$ cat src/rtl/dbt_pkg.sv
package dbt_pkg;
  function automatic int max2(input int a, input int b);
    return (a > b) ? a : b;
  endfunction

  function automatic int width_for(input int maxval);
    return (maxval < 2) ? 1 : $clog2(maxval + 1);
  endfunction
endpackage

$ cat src/rtl/dbt_bank.sv
module dbt_bank #(
  parameter int T_RCD = 3,
  parameter int T_RAS = 8,
  parameter int T_RP  = 3,
  parameter int T_WR  = 6,
  parameter int T_RTP = 2,
  parameter int ROW_W = 8,
  parameter int ACC_W = 4
) (
  input  logic             clk,
  input  logic             rst_n,
  input  logic             do_act,
  input  logic             do_rd,
  input  logic             do_wr,
  input  logic             do_pre,
  input  logic [ROW_W-1:0] act_row,
  input  logic [ACC_W-1:0] acc_max,
  output logic             col_ok,
  output logic             pre_ok,
  output logic             act_free,
  output logic             is_open,
  output logic [ROW_W-1:0] row_out,
  output logic             close_req
);
  localparam int TMAX = dbt_pkg::max2(dbt_pkg::max2(T_RCD, T_RAS),
                          dbt_pkg::max2(T_RP, dbt_pkg::max2(T_WR, T_RTP)));
  localparam int CW = dbt_pkg::width_for(TMAX);
  localparam logic [CW-1:0] RCD_L = CW'(T_RCD - 1);
  localparam logic [CW-1:0] RAS_L = CW'(T_RAS - 1);
  localparam logic [CW-1:0] RP_L  = CW'(T_RP - 1);
  localparam logic [CW-1:0] WR_L  = CW'(T_WR - 1);
  localparam logic [CW-1:0] RTP_L = CW'(T_RTP - 1);

  logic             open_q;
  logic [ROW_W-1:0] row_q;
  logic [CW-1:0]    col_q, pre_q, act_q;
  logic [CW-1:0]    col_dn, pre_dn, act_dn;
  logic [ACC_W-1:0] acc_q;

  assign col_dn = (col_q == '0) ? '0 : col_q - 1'b1;
  assign pre_dn = (pre_q == '0) ? '0 : pre_q - 1'b1;
  assign act_dn = (act_q == '0) ? '0 : act_q - 1'b1;

  always_ff @(posedge clk) begin
    if (!rst_n) begin
      open_q <= 1'b0;
      row_q  <= '1;
      col_q  <= '0;
      pre_q  <= '0;
      act_q  <= '0;
      acc_q  <= '0;
    end else begin
      col_q <= col_dn;
      pre_q <= pre_dn;
      act_q <= act_dn;
      if (do_act) begin
        open_q <= 1'b1;
        row_q  <= act_row;
        col_q  <= RCD_L;
        pre_q  <= RAS_L;
        acc_q  <= '0;
      end
      if (do_rd || do_wr) begin
        if (do_wr) pre_q <= (pre_dn > WR_L) ? pre_dn : WR_L;
        else       pre_q <= (pre_dn > RTP_L) ? pre_dn : RTP_L;
        if (acc_q != '1) acc_q <= acc_q + 1'b1;
      end
      if (do_pre) begin
        open_q <= 1'b0;
        row_q  <= '1;
        act_q  <= RP_L;
      end
    end
  end

  assign col_ok    = open_q && (col_q == '0);
  assign pre_ok    = open_q && (pre_q == '0);
  assign act_free  = !open_q && (act_q == '0);
  assign is_open   = open_q;
  assign row_out   = row_q;
  assign close_req = open_q && (acc_max != '0) && (acc_q >= acc_max);
endmodule

$ cat src/rtl/dbt_rank_win.sv
module dbt_rank_win #(
  parameter int T_RRD     = 2,
  parameter int T_XAW     = 16,
  parameter int ACT_LIMIT = 2
) (
  input  logic clk,
  input  logic rst_n,
  input  logic do_act,
  output logic rank_ok
);
  localparam int RRW = dbt_pkg::width_for(T_RRD);
  localparam int AW  = dbt_pkg::width_for(T_XAW);
  localparam logic [RRW-1:0] RRD_L = RRW'(T_RRD - 1);
  localparam logic [AW-1:0]  XAW_L = AW'(T_XAW);

  logic [RRW-1:0] rrd_q;
  logic [AW-1:0]  age_q [ACT_LIMIT];

  function automatic logic [AW-1:0] age_inc(input logic [AW-1:0] a);
    return (a >= XAW_L) ? XAW_L : a + 1'b1;
  endfunction

  always_ff @(posedge clk) begin
    if (!rst_n)      rrd_q <= '0;
    else if (do_act) rrd_q <= RRD_L;
    else if (rrd_q != '0) rrd_q <= rrd_q - 1'b1;
  end

  for (genvar i = 0; i < ACT_LIMIT; i++) begin : g_hist
    always_ff @(posedge clk) begin
      if (!rst_n) age_q[i] <= XAW_L;
      else if (do_act) begin
        if (i == 0) age_q[i] <= AW'(1);
        else        age_q[i] <= age_inc(age_q[(i == 0) ? 0 : i-1]);
      end else      age_q[i] <= age_inc(age_q[i]);
    end
  end

  assign rank_ok = (rrd_q == '0) && (age_q[ACT_LIMIT-1] >= XAW_L);
endmodule

$ cat src/rtl/dram_bank_tracker.sv
module dram_bank_tracker #(
  parameter int RANKS          = 2,
  parameter int BANKS_PER_RANK = 4,
  parameter int ROW_W          = 8,
  parameter int ACC_W          = 4,
  parameter int T_RCD          = 3,
  parameter int T_RAS          = 8,
  parameter int T_RP           = 3,
  parameter int T_RRD          = 2,
  parameter int T_XAW          = 16,
  parameter int ACT_LIMIT      = 2,
  parameter int T_WR           = 6,
  parameter int T_RTP          = 2,
  localparam int NB  = RANKS * BANKS_PER_RANK,
  localparam int RKW = (RANKS > 1) ? $clog2(RANKS) : 1,
  localparam int BKW = (BANKS_PER_RANK > 1) ? $clog2(BANKS_PER_RANK) : 1
) (
  input  logic                clk,
  input  logic                rst_n,
  input  logic                cmd_act,
  input  logic                cmd_rd,
  input  logic                cmd_wr,
  input  logic                cmd_pre,
  input  logic [RKW-1:0]      cmd_rank,
  input  logic [BKW-1:0]      cmd_bank,
  input  logic [ROW_W-1:0]    cmd_row,
  input  logic [ACC_W-1:0]    max_row_acc,
  output logic [NB-1:0]       act_ok,
  output logic [NB-1:0]       col_ok,
  output logic [NB-1:0]       pre_ok,
  output logic [NB-1:0]       row_valid,
  output logic [NB*ROW_W-1:0] open_row,
  output logic [NB-1:0]       close_req,
  output logic                proto_err
);
  localparam int GW = (NB > 1) ? $clog2(NB) : 1;

  logic [GW-1:0]    gidx;
  logic [NB-1:0]    bank_free;
  logic [RANKS-1:0] rank_ok;
  logic             single, allowed, legal;

  assign gidx   = GW'(cmd_rank) * GW'(BANKS_PER_RANK) + GW'(cmd_bank);
  assign single = $onehot0({cmd_act, cmd_rd, cmd_wr, cmd_pre});

  always_comb begin
    allowed = 1'b1;
    if (cmd_act)              allowed = act_ok[gidx];
    else if (cmd_rd || cmd_wr) allowed = col_ok[gidx];
    else if (cmd_pre)         allowed = pre_ok[gidx];
  end
  assign legal = single && allowed;

  for (genvar r = 0; r < RANKS; r++) begin : g_rank
    dbt_rank_win #(.T_RRD(T_RRD), .T_XAW(T_XAW), .ACT_LIMIT(ACT_LIMIT)) u_win (
      .clk    (clk),
      .rst_n  (rst_n),
      .do_act (legal && cmd_act && (cmd_rank == RKW'(r))),
      .rank_ok(rank_ok[r])
    );
  end

  for (genvar i = 0; i < NB; i++) begin : g_bank
    logic hit;
    assign hit = legal && (gidx == GW'(i));
    dbt_bank #(.T_RCD(T_RCD), .T_RAS(T_RAS), .T_RP(T_RP), .T_WR(T_WR),
               .T_RTP(T_RTP), .ROW_W(ROW_W), .ACC_W(ACC_W)) u_bank (
      .clk      (clk),
      .rst_n    (rst_n),
      .do_act   (hit && cmd_act),
      .do_rd    (hit && cmd_rd),
      .do_wr    (hit && cmd_wr),
      .do_pre   (hit && cmd_pre),
      .act_row  (cmd_row),
      .acc_max  (max_row_acc),
      .col_ok   (col_ok[i]),
      .pre_ok   (pre_ok[i]),
      .act_free (bank_free[i]),
      .is_open  (row_valid[i]),
      .row_out  (open_row[i*ROW_W +: ROW_W]),
      .close_req(close_req[i])
    );
    assign act_ok[i] = bank_free[i] && rank_ok[i / BANKS_PER_RANK];
  end

  always_ff @(posedge clk) begin
    if (!rst_n) proto_err <= 1'b0;
    else if ((cmd_act || cmd_rd || cmd_wr || cmd_pre) && !legal) proto_err <= 1'b1;
  end
endmodule

$ cat config.mk
export PLATFORM = sky130hd
export DESIGN_NAME = dram_bank_tracker
export DESIGN_NICKNAME = d
export VERILOG_FILES = /design/src/rtl/dbt_pkg.sv /design/src/rtl/dbt_bank.sv /design/src/rtl/dbt_rank_win.sv /design/src/rtl/dram_bank_tracker.sv
export SDC_FILE = /design/constraint.sdc
export NUM_CORES = 1
export LEC_CHECK = 0
export ABC_CLOCK_PERIOD_IN_PS = 4900
export BUFFER_PORTS_ARGS = -buffer_cell sky130_fd_sc_hd__buf_2
export CAP_MARGIN = 5
export CORE_MARGIN = 2
export CORE_UTILIZATION = 40
export CTS_CLUSTER_SIZE = 24
export DETAILED_ROUTE_END_ITERATION = 16
export GPL_TIMING_DRIVEN = 0
export HOLD_SLACK_MARGIN = 0.12
export PLACE_DENSITY_LB_ADDON = 0.1
export RECOVER_POWER = 100
export REMOVE_ABC_BUFFERS = 1
export SLEW_MARGIN = 20
export SYNTH_ARGS = -nofsm -noshare
export SYNTH_HDL_FRONTEND = slang
export SYNTH_SLANG_ARGS = --single-unit
$ cat constraint.sdc
create_clock -name clk -period 4.9 [get_ports clk]
set_clock_uncertainty 0.05 [all_clocks]
set_input_delay 0.49 -clock clk [delete_from_list [all_inputs] [get_ports clk]]
set_output_delay 0.49 -clock clk [all_outputs]
set_load 0.05 [all_outputs]
==> summary.md <==
| Metric | Value |
|---|---|
| CP max FO | 20 |
| Post-route minimum period | 4.39 ns |
| Gp weighted congestion | 0.823 |
| CTS hold repair buffers | 0 |
| Ys async rst share | 0% |
| Reg power frac | 40.1% |
| Finished Layout Cells | 1879 |
| Total Wirelength | 33800 um |
| Dpl hpwl | 23200 um |
| M3 GR Usage | 3.46% |
| Crit path kind | in2reg |
| Vias per cell | 5.49 |
| Post-route cell area | 13100 um2 |
| Clock share of power | 42.3% |
| Post-Place Cells | 1829 |
| Post-Syn Area | 11500 um2 |
| Max-Cap Viols | 0 |
| Post-synth EDFFs | 20 |
| Clock Latency Late Sink | 0.55 ns |
| Total CTS buffers | 27 |
| Fin. Hold Viols | 0 |
| Crit path launch type | input pin |
| Die Y | 174 um |
| Fin crit share | 89.7% |
| Placed inst area | 12300 um2 |
| Grt met1 use | 29.8% |
| Clock root cell | clkbuf_16 |
| Critical path arrival | 4.82 ns |
| Total Power | 4.89 mW |
| Routed Antenna Nets | 0 |
| Worst setup EP type | flop |
| Lkg Pwr | 5.34 nW |
| Met2 Track Usage GR | 36.7% |
| Row cnt | 62 |
| Nets | 1551 |
| Clock-pin slew on the worst setup and hold paths | 0.06 ns |
| Layout area overhead | 13.6% |
| FF+latch count, synth | 225 |
| Residual DRC count | 0 |
| FMAX | 228 MHz |
| Logic pwr share | 17.6% |
| Postcts setup bufs | 0 |
| Setup TNS | 0 ns |
| Vias | 10300 |
| Core footprint | 28500 um2 |
| Worst reg2reg startpoint | g_rank[1].u_win.rrd_q[0]$_SDFFE_PN0P_ |
| Worst Path Required | 5.33 ns |
| Place WS | 0.236 ns |
| Commonest cells after routing, fill and taps aside | nand2_1 (218), dfxtp_1 (205), nand3_1 (120), clkbuf_1 (114), nor2_1 (99) |
| Setup WS post-layout | 0.506 ns |
| Floorplan die width | 174 um |
| H-tree depth | 1 |
| First DRT Iteration DRCs | 794 |
| Vias in the first global route | 9653 |
| Most common cell after layout, fill and taps aside | nand2_1 |
| Hold_sp | cmd_row[2] |
| Status | completed |
| Worst hold path type | in2reg |
| Clock sinks | 225 |
| Net Sw Frac | 31.1% |
| Starting Density | 40.3% |
| I/O Buffers | 125 |
| CP startpoint | cmd_bank[1] |
| Initial antenna violation count | 0 |
| GRT Max-Usage Layer | met2 |
| Overall Global Routing Usage | 22.0% |
| Worst-margin pin slew | 1.22 ns |
| Fraction of layout cells with a size suffix above 1 | 6.82% |
| Post-synthesis sequential area ratio | 40.9% |
| Peak VDD IR | 0.234 mV |
| Max_slew headroom | 18.5% |
| Distinct cells, synth | 79 |
| Largest net degree at the start of global routing | 55 |
| Hold slack | 0.264 ns |
| WL per Instance | 18.0 um |
| Syn_area_per_cell | 8.27 um2 |
| Pwr/cell area | 374 nW/um2 |
| DR pass1 iterations | 5 |
| CTS tree | yes |
| Final Max Slew Viols | 0 |
| Internal | 3.37 mW |
| Ports | 126 |
| RSZ-0062 raised after global routing | false |
| R2R Setup Slk | 0.55 ns |
| Fill count | 2984 |
| Synth warn | 0 |
| Overflow after GRT | 0 |
| Diodes inserted | 0 |
| DIE AREA | 30100 um2 |
| Post-CTS sizing | 0 |
| Finish-stage setup viols | 0 |
| Switch Pwr | 1.52 mW |
| Gate Count Post-Synth | 1391 |
| Util after Layout | 45.8% |
| First-pass GRT wire length | 53400 um |
| CTS max path bufs | 3 |
| Post-synth top flop | dfxtp_1 |
-- cell type report --
type                       count  area [um2]  area share, %
inverter                      38         145           1.11
sequential                   225        4700           36.0
clock inverter                13         165           1.26
clock buffer                  37         754           5.77
multi-input combinational   1050        6230           47.7
tap                          384         480           3.67
timing repair buffer         132         596           4.55
-- worst paths after layout --
check	end	cells after the start
worst min register to register	g_bank[1].u_bank.col_q[0]$_SDFF_PP0_	1
worst min-delay path	g_bank[4].u_bank.row_out[2]$_SDFFE_PP1P_	3
worst max register to register	g_bank[6].u_bank.pre_q[0]$_SDFF_PN0_	11
worst max-delay path	g_bank[6].u_bank.pre_q[0]$_SDFF_PN0_	10
-- state kept, by name, summed over array words and instances (netlist names) --
| signal | count |
|---|---|
| g_rank.u_win.age_q | 20 |
| g_bank.u_bank.col_q | 32 |
| g_bank.u_bank.row_out | 64 |
| g_bank.u_bank.pre_q | 32 |
| g_rank.u_win.rrd_q | 4 |
| g_bank.u_bank.acc_q | 32 |
| g_bank.u_bank.is_open | 8 |
| g_bank.u_bank.act_q | 32 |
| proto_err | 1 |
-- synthesized netlist by cell type, drive strengths merged, types with 9 or more instances --
| master | count | area, um2 |
|---|---|---|
| a211oi | 9 | 67.6 |
| a21o | 22 | 165 |
| a21oi | 67 | 350 |
| a31oi | 31 | 194 |
| and2 | 11 | 68.8 |
| and3 | 19 | 119 |
| and3b | 13 | 114 |
| buf | 51 | 328 |
| clkbuf | 46 | 173 |
| dfxtp | 205 | 4100 |
| edfxtp | 20 | 601 |
| ha | 55 | 688 |
| inv | 37 | 139 |
| nand2 | 218 | 818 |
| nand2b | 14 | 87.6 |
| nand3 | 120 | 601 |
| nand3b | 13 | 97.6 |
| nand4 | 24 | 165 |
| nor2 | 100 | 375 |
| nor3 | 71 | 360 |
| nor3b | 23 | 173 |
| o21a | 13 | 97.6 |
| o21ai | 56 | 280 |
| o31a | 10 | 87.6 |
| o31ai | 10 | 75.1 |
| or2 | 9 | 56.3 |
| xor2 | 10 | 87.6 |
-- per-layer routing --
layer / wire [um] / share of wire (%) / up-vias
li1: - / - / 5118
met1: 15700 / 47 / 4912
met4: 810 / 2.4 / 0
met2: 15500 / 46 / 232
met3: 1710 / 5.1 / 50
met5: 0 / 0 / -
-- logic make-up after synthesis --
logic type               Yosys count  share of synthesized area (%)
flip-flops                       225                           40.9
AO/OA/AOI/OAI                    280                           16.3
multiplexers                       8                          0.978
other                              1                         0.0326
adder cells (fa/ha/maj)           58                           6.35
AND/OR/NAND/NOR                  670                           28.8
buffers and inverters            135                           5.59
XOR/XNOR                          14                           1.07
-- power by group through the flow --
stage / Clock (mW) / Sequential [mW] / Combinational [mW]
after floorplan: 0 / 2.06 / 0.542
after global placement: 0 / 2.00 / 0.857
after detailed placement: 0 / 2.00 / 0.888
after CTS: 2.11 / 1.96 / 0.891
after global routing: 2.18 / 1.97 / 0.935
final: 2.07 / 1.96 / 0.859
-- worst max-delay path, cell delays in order --
cell and delay (ns):
buf_2 0.56, nand2b_1 0.60, a31oi_1 0.11, nor4_2 0.67, nor3_1 0.16, a221oi_2 1.01
buf_8 0.24, nand3_1 0.27, maj3_1 0.47, a41oi_1 0.20
Power figures use the tool's default switching activity.
